<file path="src/rtl/fracn_pkg.sv">
package fracn_pkg;

  localparam int unsigned N_FLOOR = 2;

  typedef enum logic [1:0] {
    SEL_N = 2'd0,
    SEL_F = 2'd1,
    SEL_D = 2'd2,
    SEL_R = 2'd3
  } cfg_sel_e;

endpackage

</file>
<file path="src/rtl/fracn_cfg_regs.sv">
module fracn_cfg_regs
  import fracn_pkg::*;
#(
  parameter int unsigned N_W    = 8,
  parameter int unsigned FRAC_W = 8,
  parameter int unsigned R_W    = 8,
  parameter int unsigned DATA_W = 16,
  parameter int unsigned N_DEF  = 8,
  parameter int unsigned D_DEF  = 10,
  parameter int unsigned R_DEF  = 1
) (
  input  logic              clk_i,
  input  logic              rst_ni,
  input  logic              wr_en_i,
  input  logic [1:0]        wr_addr_i,
  input  logic [DATA_W-1:0] wr_data_i,
  output logic [N_W-1:0]    n_o,
  output logic [FRAC_W-1:0] f_o,
  output logic [FRAC_W-1:0] d_o,
  output logic [R_W-1:0]    r_o
);

  logic [N_W-1:0]    n_sh;
  logic [FRAC_W-1:0] f_sh, d_sh;
  logic [R_W-1:0]    r_sh;
  logic              unused_data;

  assign unused_data = ^wr_data_i;

  always_ff @(posedge clk_i or negedge rst_ni) begin
    if (!rst_ni) begin
      n_sh <= N_W'(N_DEF);
      f_sh <= '0;
      d_sh <= FRAC_W'(D_DEF);
      r_sh <= R_W'(R_DEF);
    end else if (wr_en_i) begin
      case (cfg_sel_e'(wr_addr_i))
        SEL_N:   n_sh <= wr_data_i[N_W-1:0];
        SEL_F:   f_sh <= wr_data_i[FRAC_W-1:0];
        SEL_D:   d_sh <= wr_data_i[FRAC_W-1:0];
        default: r_sh <= wr_data_i[R_W-1:0];
      endcase
    end
  end

  // Legalise settings so downstream logic never sees a degenerate value
  always_comb begin
    n_o = (n_sh < N_W'(N_FLOOR)) ? N_W'(N_FLOOR) : n_sh;
    d_o = (d_sh == '0) ? FRAC_W'(1) : d_sh;
    f_o = (f_sh >= d_o) ? d_o - FRAC_W'(1) : f_sh;
    r_o = (r_sh == '0) ? R_W'(1) : r_sh;
  end

endmodule

</file>
<file path="src/rtl/fracn_phase_acc.sv">
module fracn_phase_acc #(
  parameter int unsigned FRAC_W = 8
) (
  input  logic              clk_i,
  input  logic              rst_ni,
  input  logic              step_i,
  input  logic [FRAC_W-1:0] f_i,
  input  logic [FRAC_W-1:0] d_i,
  output logic              wrap_o
);

  localparam int unsigned SUM_W = FRAC_W + 1;

  logic [FRAC_W-1:0] acc_q;
  logic [SUM_W-1:0]  base, sum, acc_nx;
  logic              unused_top;

  // A shrunken D can leave acc_q out of range; restart the phase at zero
  always_comb begin
    base   = (acc_q >= d_i) ? '0 : {1'b0, acc_q};
    sum    = base + {1'b0, f_i};
    wrap_o = (sum >= {1'b0, d_i});
    acc_nx = wrap_o ? sum - {1'b0, d_i} : sum;
  end

  assign unused_top = acc_nx[FRAC_W];

  always_ff @(posedge clk_i or negedge rst_ni) begin
    if (!rst_ni)     acc_q <= '0;
    else if (step_i) acc_q <= acc_nx[FRAC_W-1:0];
  end

endmodule

</file>
<file path="src/rtl/fracn_dm_counter.sv">
module fracn_dm_counter
  import fracn_pkg::*;
#(
  parameter int unsigned N_W   = 8,
  parameter int unsigned N_DEF = 8
) (
  input  logic           clk_i,
  input  logic           rst_ni,
  input  logic [N_W-1:0] n_ld_i,
  input  logic           mode_ld_i,
  output logic           pulse_o,
  output logic [N_W-1:0] n_act_o,
  output logic           mode_o
);

  localparam int unsigned CNT_W = N_W + 1;
  localparam int unsigned N_RST = (N_DEF < N_FLOOR) ? N_FLOOR : N_DEF;

  logic [CNT_W-1:0] cnt_q, last;
  logic [N_W-1:0]   n_act_q;
  logic             mode_q;

  assign last    = CNT_W'(n_act_q) + CNT_W'(mode_q) - CNT_W'(1);
  assign pulse_o = (cnt_q == last);
  assign n_act_o = n_act_q;
  assign mode_o  = mode_q;

  always_ff @(posedge clk_i or negedge rst_ni) begin
    if (!rst_ni) begin
      cnt_q   <= '0;
      n_act_q <= N_W'(N_RST);
      mode_q  <= 1'b0;
    end else if (pulse_o) begin
      cnt_q   <= '0;
      n_act_q <= n_ld_i;
      mode_q  <= mode_ld_i;
    end else begin
      cnt_q   <= cnt_q + CNT_W'(1);
    end
  end

endmodule

</file>
<file path="src/rtl/fracn_ref_div.sv">
module fracn_ref_div #(
  parameter int unsigned R_W   = 8,
  parameter int unsigned R_DEF = 1
) (
  input  logic           clk_i,
  input  logic           rst_ni,
  input  logic           tick_i,
  input  logic [R_W-1:0] r_i,
  output logic           pulse_o,
  output logic [R_W-1:0] r_act_o
);

  localparam int unsigned R_RST = (R_DEF == 0) ? 1 : R_DEF;

  logic [R_W-1:0] cnt_q, r_act_q;
  logic           pulse_q;
  logic           at_end;

  assign at_end  = (cnt_q == r_act_q - R_W'(1));
  assign pulse_o = pulse_q;
  assign r_act_o = r_act_q;

  always_ff @(posedge clk_i or negedge rst_ni) begin
    if (!rst_ni) begin
      cnt_q   <= '0;
      r_act_q <= R_W'(R_RST);
      pulse_q <= 1'b0;
    end else begin
      pulse_q <= tick_i && at_end;
      if (tick_i) begin
        if (at_end) begin
          cnt_q   <= '0;
          r_act_q <= r_i;
        end else begin
          cnt_q   <= cnt_q + R_W'(1);
        end
      end
    end
  end

endmodule

</file>
<file path="src/rtl/fracn_synth_div.sv">
module fracn_synth_div
  import fracn_pkg::*;
#(
  parameter int unsigned N_W    = 8,
  parameter int unsigned FRAC_W = 8,
  parameter int unsigned R_W    = 8,
  parameter int unsigned DATA_W = 16,
  parameter int unsigned N_DEF  = 8,
  parameter int unsigned D_DEF  = 10,
  parameter int unsigned R_DEF  = 1
) (
  input  logic              clk_i,
  input  logic              rst_ni,
  input  logic              wr_en_i,
  input  logic [1:0]        wr_addr_i,
  input  logic [DATA_W-1:0] wr_data_i,
  input  logic              ref_tick_i,
  output logic              div_pulse_o,
  output logic              mod_sel_o,
  output logic              ref_pulse_o
);

  logic [N_W-1:0]    n_eff, n_act;
  logic [FRAC_W-1:0] f_eff, d_eff;
  logic [R_W-1:0]    r_eff, r_act;
  logic              mode_next, div_pulse, mode_act;

  fracn_cfg_regs #(
    .N_W(N_W), .FRAC_W(FRAC_W), .R_W(R_W), .DATA_W(DATA_W),
    .N_DEF(N_DEF), .D_DEF(D_DEF), .R_DEF(R_DEF)
  ) u_regs (
    .clk_i(clk_i), .rst_ni(rst_ni),
    .wr_en_i(wr_en_i), .wr_addr_i(wr_addr_i), .wr_data_i(wr_data_i),
    .n_o(n_eff), .f_o(f_eff), .d_o(d_eff), .r_o(r_eff)
  );

  fracn_phase_acc #(.FRAC_W(FRAC_W)) u_acc (
    .clk_i(clk_i), .rst_ni(rst_ni), .step_i(div_pulse),
    .f_i(f_eff), .d_i(d_eff), .wrap_o(mode_next)
  );

  fracn_dm_counter #(.N_W(N_W), .N_DEF(N_DEF)) u_cnt (
    .clk_i(clk_i), .rst_ni(rst_ni),
    .n_ld_i(n_eff), .mode_ld_i(mode_next),
    .pulse_o(div_pulse), .n_act_o(n_act), .mode_o(mode_act)
  );

  fracn_ref_div #(.R_W(R_W), .R_DEF(R_DEF)) u_ref (
    .clk_i(clk_i), .rst_ni(rst_ni), .tick_i(ref_tick_i),
    .r_i(r_eff), .pulse_o(ref_pulse_o), .r_act_o(r_act)
  );

  assign div_pulse_o = div_pulse;
  assign mod_sel_o   = mode_act;

endmodule

</file>
<file path="config.mk">
export PLATFORM = sky130hd
export DESIGN_NAME = fracn_synth_div
export DESIGN_NICKNAME = d
export VERILOG_FILES = /design/src/rtl/fracn_pkg.sv /design/src/rtl/fracn_cfg_regs.sv /design/src/rtl/fracn_phase_acc.sv /design/src/rtl/fracn_dm_counter.sv /design/src/rtl/fracn_ref_div.sv /design/src/rtl/fracn_synth_div.sv
export SDC_FILE = /design/constraint.sdc
export NUM_CORES = 1
export LEC_CHECK = 0
export CAP_MARGIN = 20
export CORE_MARGIN = 3
export CORE_UTILIZATION = 25
export CTS_BUF_LIST = sky130_fd_sc_hd__clkbuf_4
export DETAILED_ROUTE_END_ITERATION = 8
export SLEW_MARGIN = 20
export SYNTH_ARGS = -nofsm -noshare
export SYNTH_HDL_FRONTEND = slang
export SYNTH_SLANG_ARGS = --single-unit
</file>
<file path="constraint.sdc">
create_clock -name clk_i -period 7.2 [get_ports clk_i]
set_input_delay 1.08 -clock clk_i [delete_from_list [all_inputs] [get_ports clk_i]]
set_output_delay 1.08 -clock clk_i [all_outputs]
set_load 0.005 [all_outputs]
</file>
---- Yosys cells after proc, flatten, opt, wreduce, memory -nomap -nowiden ----
Index checks and enable logic that the tools add are counted.
operators by class
  add/sub/neg operators ................... 8
  $lt $le $gt $ge ......................... 4
  equality and inequality tests ........... 4
  mux-type cells .......................... 8
  bitwise operators ....................... 1
  reduce and logical (&&, ||, !) cells .... 10
operator list
  kind                                                  number
  two-way mux 8 bit                                     7
  >= comparator 8 bit                                   2
  logical NOT 8 bit                                     2
  subtractor 8 x 1 -> 8 bit (second input constant)     2
  AND reduction 2 bit                                   5
  adder 8 x 1 -> 9 bit                                  1
  adder 8 x 8 -> 9 bit                                  1
  adder 9 x 1 -> 9 bit (second input constant)          1
  equality test 9 bit                                   1
  >= comparator 9 x 8 -> 1 bit                          1
  two-way mux 9 bit                                     1
  subtractor 9 x 1 -> 9 bit (second input constant)     1
  adder 8 x 1 -> 8 bit (second input constant)          1
  equality test 8 bit                                   1
  < comparator 8 x 2 -> 1 bit (second input constant)   1
  subtractor 8 bit                                      1
  OR reduction 3 bit                                    1
  equality test 2 x 1 -> 1 bit (second input constant)  1
  equality test 2 bit (second input constant)           1
  logical NOT 2 bit                                     1
  logical AND 1 bit                                     1
  inverter 1 bit                                        1
word-level totals
  bits in registers ....................... 75
  input bits .............................. 22
  logic and storage cells ................. 46

---- Logic depth before layout (Yosys ltp) ----
  depth in word-level cells ............... 7
  mapped depth ............................ 27

---- By module ----
Synthesis repeated with hierarchy kept, for this count alone.
second synthesis, totals
  cell total of the unflattened synthesis .. 513
  area, all modules ....................... 5268.8 um2
modules (own cells, without submodules)
  module            times used  cells each  area each (um2)  seq. area each (um2)
  fracn_cfg_regs    1           152         1771.7           805.8
  fracn_phase_acc   1           169         1410.1           200.2
  fracn_dm_counter  1           98          1057.3           451.7
  fracn_ref_div     1           94          1029.7           426.7

---- Least setup slack after synthesis ----
Ideal clock, no wire load.
  kind .................................... register to register
  start ................................... register u_regs.d_sh[2]
  end ..................................... register u_acc.acc_q[1]
  library setup time ...................... 0.125 ns
  arrival ................................. 6.174 ns
  required time ........................... 7.075 ns
  slack ................................... 0.901 ns
  stages on the path, launching flop included .. 27
  path buffers ............................ 1
  cells stage by stage .................... dfrtp_1 > or4_1 > or3_1 > nor2_1 > or2_1 > ha_1 > nand2b_1 > a21o_1 > a21o_1 > a21oi_1 > o21ai_0 > a31oi_2 > mux2_2 > ha_1 > and3_1 > a221o_1 > nand2b_1 > a21o_1 > xor2_1 > ha_1 > nand4_1 > nor2_1 > a2111o_1 > a21o_1 > buf_6 > mux2_4 > mux2_2
between the ends
  cells in the longest elaborated chain, start to end .. 7
  elaborated cells on any way between the ends .. 11
  those cells by class .................... add/sub (3); order compare (3); mux (4); reduce/logical (1)
ends and longest elaborated chain
  element                                                                  RTL line                                      text
  start, declared                                                          fracn_cfg_regs.sv:24                          logic [FRAC_W-1:0] f_sh, d_sh;
  start signal, assigned                                                   fracn_cfg_regs.sv:34                          d_sh <= FRAC_W'(D_DEF);
  start signal, assigned                                                   fracn_cfg_regs.sv:40                          SEL_D: d_sh <= wr_data_i[FRAC_W-1:0];
  logical NOT 8 bit                                                        fracn_cfg_regs.sv:49                          d_o = (d_sh == '0) ? FRAC_W'(1) : d_sh;
  two-way mux 8 bit *                                                      fracn_cfg_regs.sv:49
  subtractor 8 x 1 -> 8 bit (tied with other cells)                        fracn_cfg_regs.sv:50                          f_o = (f_sh >= d_o) ? d_o - FRAC_W'(1) : f_sh;
  two-way mux 8 bit, on equally long branches                              fracn_cfg_regs.sv:50, fracn_phase_acc.sv:20
  adder 8 x 8 -> 9 bit                                                     fracn_phase_acc.sv:21                         sum = base + {1'b0, f_i};
  subtractor 8 bit / >= comparator 9 x 8 -> 1 bit (equally long branches)  fracn_phase_acc.sv:23, fracn_phase_acc.sv:22
  two-way mux 8 bit *                                                      fracn_phase_acc.sv:23                         acc_nx = wrap_o ? sum - {1'b0, d_i} : sum;
  end signal, assigned                                                     fracn_phase_acc.sv:30                         else if (step_i) acc_q <= acc_nx[FRAC_W-1:0];
  end, declared                                                            fracn_phase_acc.sv:14                         logic [FRAC_W-1:0] acc_q;
Every way passes the cells marked *; elsewhere a longest branch is shown, timed or not.
A chain may end at the register's enable or synchronous reset.

---- Worst setup path after layout ----
  start ................................... register u_regs.d_sh[2]
  end ..................................... register u_acc.acc_q[6]
Same word-level chain as after synthesis.

==> qor.yml <==
status: "finished, final reports clean"
track_usage: 0.0988
seqPwrFrac: 0.372
timing.fmax_ghz: 0.147
gp_congestion: 0.821
worstHoldStart: "u_regs.n_sh[0]$_DFFE_PN0P_"
whs_endpoint: "u_regs.n_sh[0]$_DFFE_PN0P_"
hpwl_um: 7680
post-route-min-period_ns: 6.81
final_max_slew_viol_count: 0
antenna_found_initial: 0
postLayoutSetupSlackWorst_ns: 0.387
cts.sinks: 75
vdd_drop_max_mv: 0.0713
rows: 50
vias: 3390
postSynthAreaPerCell_um2: 10.7
ioPinCount: 25
pre_cts_slack_ns: 0.359
drtIter0Drc: 160
coreArea_um2: 19000
diodes: 0
drc: 0
worst_pin_slew_ns: 0.968
drt-vias-per-instance: 4.57
die-area_um2: 21200
tritoncts: "done"
finalCritPeriodShare: 0.946
synthesis.area_um2: 4870
io_buffers: 16
power.density_nw_per_um2: 270
syn2layout_area_growth_pct: 12.7
r2r_slack_ns: 0.39
grt_pass1_vias: 3558
worstSetupStartpointType: "flip-flop"
hold_path_class: "reg -> reg"
die_x_um: 146
fin_nets: 538
cts_root_buf: "clkbuf_4"
post_cts_buffers: 0
hold_violations: 0
first_pass_iters: 4
path_clk_slew_ns: 0.13
wl_um: 10100
crit_type: "reg -> reg"
p_leak_nw: 2.54
start_util: 0.257
r2r-start: "u_regs.d_sh[2]$_DFFE_PN0P_"
grt_overflow: 0
cts_buffers: 9
internal_power_w: 0.000949
maxCapViolCount: 0
htree_num_levels: 3
synthArstFlopShare: 1.00
ys_ff_latch: 75
timing.rr.end: "u_acc.acc_q[6]$_DFFE_PN0P_"
swShare: 0.361
end_kind: "flip-flop"
critPathArrivalTime_ns: 7.14
setup_violations: 0
pwr-share-clk: 0.213
instances_no_fill: 741
avgRoutedWirePerCell_um: 13.6
die_h_um: 146
critPathMaxFanout: 8
p_switching_w: 0.000536
syn_inst: 456
ant_nets: 0
synth-seq-area-share: 0.387
ys_types: 55
clock_path_buffers: 2
synthFlopType: "dfrtp_1"
drive_above_1_share: 0.202
required_ns: 7.53
hold_depth: 1
fin_tns_setup_ns: 0
dp.cells: 725
clock_skew_ns: 0.00986
insertion_delay_ns: 0.43
synth_edf_count: 0
synth_nets: 518
p_comb_frac: 0.415
grt_setup_unrepaired: "no"
reg2reg_depth: 25
grt_max_degree: 76
slew_headroom: 0.355
ys_warn_count: 0
grt_pass1_wl_um: 17300
timing.hold.ws_ns: 0.530
final_core_util: 0.290
[how the worst max path moves through the flow]
| stage | start | to | slack, ns | cells after the start |
|---|---|---|---|---|
| 2_1_floorplan | u_regs.d_sh[2]$_DFFE_PN0P_ | u_acc.acc_q[1]$_DFFE_PN0P_ | 0.90 | 26 |
| 3_3_place_gp | u_regs.d_sh[2]$_DFFE_PN0P_ | u_acc.acc_q[6]$_DFFE_PN0P_ | 0.42 | 25 |
| 3_5_place_dp | u_regs.d_sh[2]$_DFFE_PN0P_ | u_acc.acc_q[6]$_DFFE_PN0P_ | 0.36 | 25 |
| 4_1_cts | u_regs.d_sh[2]$_DFFE_PN0P_ | u_acc.acc_q[6]$_DFFE_PN0P_ | 0.33 | 25 |
| 5_1_grt | u_regs.d_sh[2]$_DFFE_PN0P_ | u_acc.acc_q[3]$_DFFE_PN0P_ | 0.03 | 25 |
| 6_report | u_regs.d_sh[2]$_DFFE_PN0P_ | u_acc.acc_q[6]$_DFFE_PN0P_ | 0.39 | 25 |
[synthesized netlist by cell type, types with 2 or more instances]
| library cell | number | area share |
|---|---|---|
| and2_1 | 3 | 0.0039 |
| o21a_1 | 3 | 0.0046 |
| and3_1 | 6 | 0.0077 |
| mux2_2 | 57 | 0.13 |
| buf_6 | 2 | 0.0046 |
| dfrtp_1 | 69 | 0.35 |
| nand3_1 | 12 | 0.012 |
| dfstp_2 | 6 | 0.032 |
| o22ai_1 | 2 | 0.0026 |
| inv_1 | 29 | 0.022 |
| clkbuf_1 | 6 | 0.0046 |
| xnor2_1 | 26 | 0.047 |
| nor3b_1 | 3 | 0.0046 |
| o21ai_0 | 9 | 0.0092 |
| ha_1 | 38 | 0.098 |
| mux2i_1 | 13 | 0.027 |
| xor2_1 | 19 | 0.034 |
| a21boi_0 | 5 | 0.0077 |
| nor3_1 | 6 | 0.0062 |
| fa_1 | 2 | 0.0082 |
| nand2_1 | 15 | 0.012 |
| a22oi_1 | 2 | 0.0031 |
| or3_1 | 5 | 0.0064 |
| nor2_1 | 34 | 0.026 |
| or4_1 | 2 | 0.0031 |
| nand4_1 | 5 | 0.0064 |
| nand3b_1 | 2 | 0.0031 |
| mux2_4 | 5 | 0.015 |
| nor4_1 | 5 | 0.0064 |
| a21oi_1 | 22 | 0.023 |
| o211ai_1 | 2 | 0.0031 |
| a21o_1 | 13 | 0.020 |
| nand2b_1 | 6 | 0.0077 |
[stage by stage]
| stage | area [µm²] | total power (W) |
|---|---|---|
| final | 5490 | 0.00148 |
| after detailed placement | 5320 | 0.00118 |
| after CTS | 5490 | 0.00150 |
| after global placement | 5320 | 0.00115 |
| after global routing | 5490 | 0.00160 |
| after floorplan | 4870 | 0.00105 |
[cell type report]
type	count	area, µm²
Fill cell	1962	13500
Multi-Input combinational cell	342	2820
Sequential cell	75	1880
Tap cell	260	325
Timing Repair Buffer	19	180
Inverter	29	109
Clock inverter	7	105
Clock buffer	9	67.6
[flip-flops by register name, summed over array words and instances, names as in the netlist]
name	flops
u_acc.acc_q	8
u_regs.r_sh	8
u_cnt.n_act_o	8
u_regs.f_sh	8
u_ref.cnt_q	8
u_ref.pulse_o	1
u_regs.d_sh	8
u_ref.r_act_o	8
u_cnt.cnt_q	9
u_regs.n_sh	8
u_cnt.mode_o	1
[cell families (layout without fill, tap and decap cells)]
kind of cell	after synthesis	in the layout	synth area share
simple gates	113	113	0.123
mux	75	75	0.174
flops	75	75	0.387
compound gates	68	68	0.0922
xor+xnor	46	46	0.0842
fa+ha+maj	40	40	0.106
buf+inv	39	64	0.0342
[cell usage in the layout (no fill, tap or decap), types with 2 or more instances in the layout]
cell type,Yosys,routed
ha_1,38,38
o21ai_0,9,9
inv_1,29,29
clkdlybuf4s50_1,0,15
o22ai_1,2,2
dfrtp_1,69,69
nand2b_1,6,6
nor3_1,6,6
o21a_1,3,3
nor2_1,34,34
nor4_1,5,5
a21oi_1,22,22
dfstp_2,6,6
inv_6,0,3
clkbuf_4,0,9
and3_1,6,6
nor3b_1,3,3
mux2_2,57,57
fa_1,2,2
mux2i_1,13,13
nand2_1,15,15
a22oi_1,2,2
nand4_1,5,5
or4_1,2,2
xnor2_1,26,26
xor2_1,19,19
nand3b_1,2,2
bufinv_16,0,2
and2_1,3,3
a21o_1,13,13
o211ai_1,2,2
or3_1,5,5
buf_4,1,4
a21boi_0,5,4
nand3_1,12,12
mux2_4,5,5
[worst max-delay path, stage by stage, from the launching register on]
cell and delay [ns]:
dfrtp_1 0.48, or4_1 0.56, or3_1 0.34, nor2_1 0.09
or2_1 0.14, ha_1 0.23, nand2b_1 0.13, a21o_1 0.17
a21o_1 0.17, a21oi_1 0.16, o21ai_0 0.12, a31oi_2 0.44
mux2_2 0.39, ha_1 0.35, and3_1 0.21, a221o_1 0.34
nand2b_1 0.16, a21o_1 0.18, xor2_1 0.15, ha_1 0.34
nand4_1 0.13, nor2_1 0.06, a2111o_1 0.41, a21o_1 0.33
mux2_4 0.35, mux2_2 0.26
[power groups by stage]
stage | Sequential [W] | Clock, W | Combinational [W]
after floorplan | 0.000535 | 0 | 0.000511
after detailed placement | 0.000561 | 0 | 0.000618
after global routing | 0.000563 | 0.000350 | 0.000690
after global placement | 0.000558 | 0 | 0.000591
after CTS | 0.000552 | 0.000331 | 0.000621
final | 0.000551 | 0.000316 | 0.000616
[repair_timing]
action | CTS | global route
hold buffers | 0 | 0
setup endpoints to repair | 0 | 5
resized for setup | 0 | 1
[layer usage]
metal  share of wire  global-route usage  vias to the layer above  wire, µm
li1                -                   -                     1667         -
met1            0.46               0.121                     1687      4640
met2            0.51               0.175                       32      5160
met3           0.024              0.0277                        4       245
met4          0.0037              0.0185                        0        37
met5               0                   0                        -         0
No activity file was read; power rests on OpenSTA's default activity.
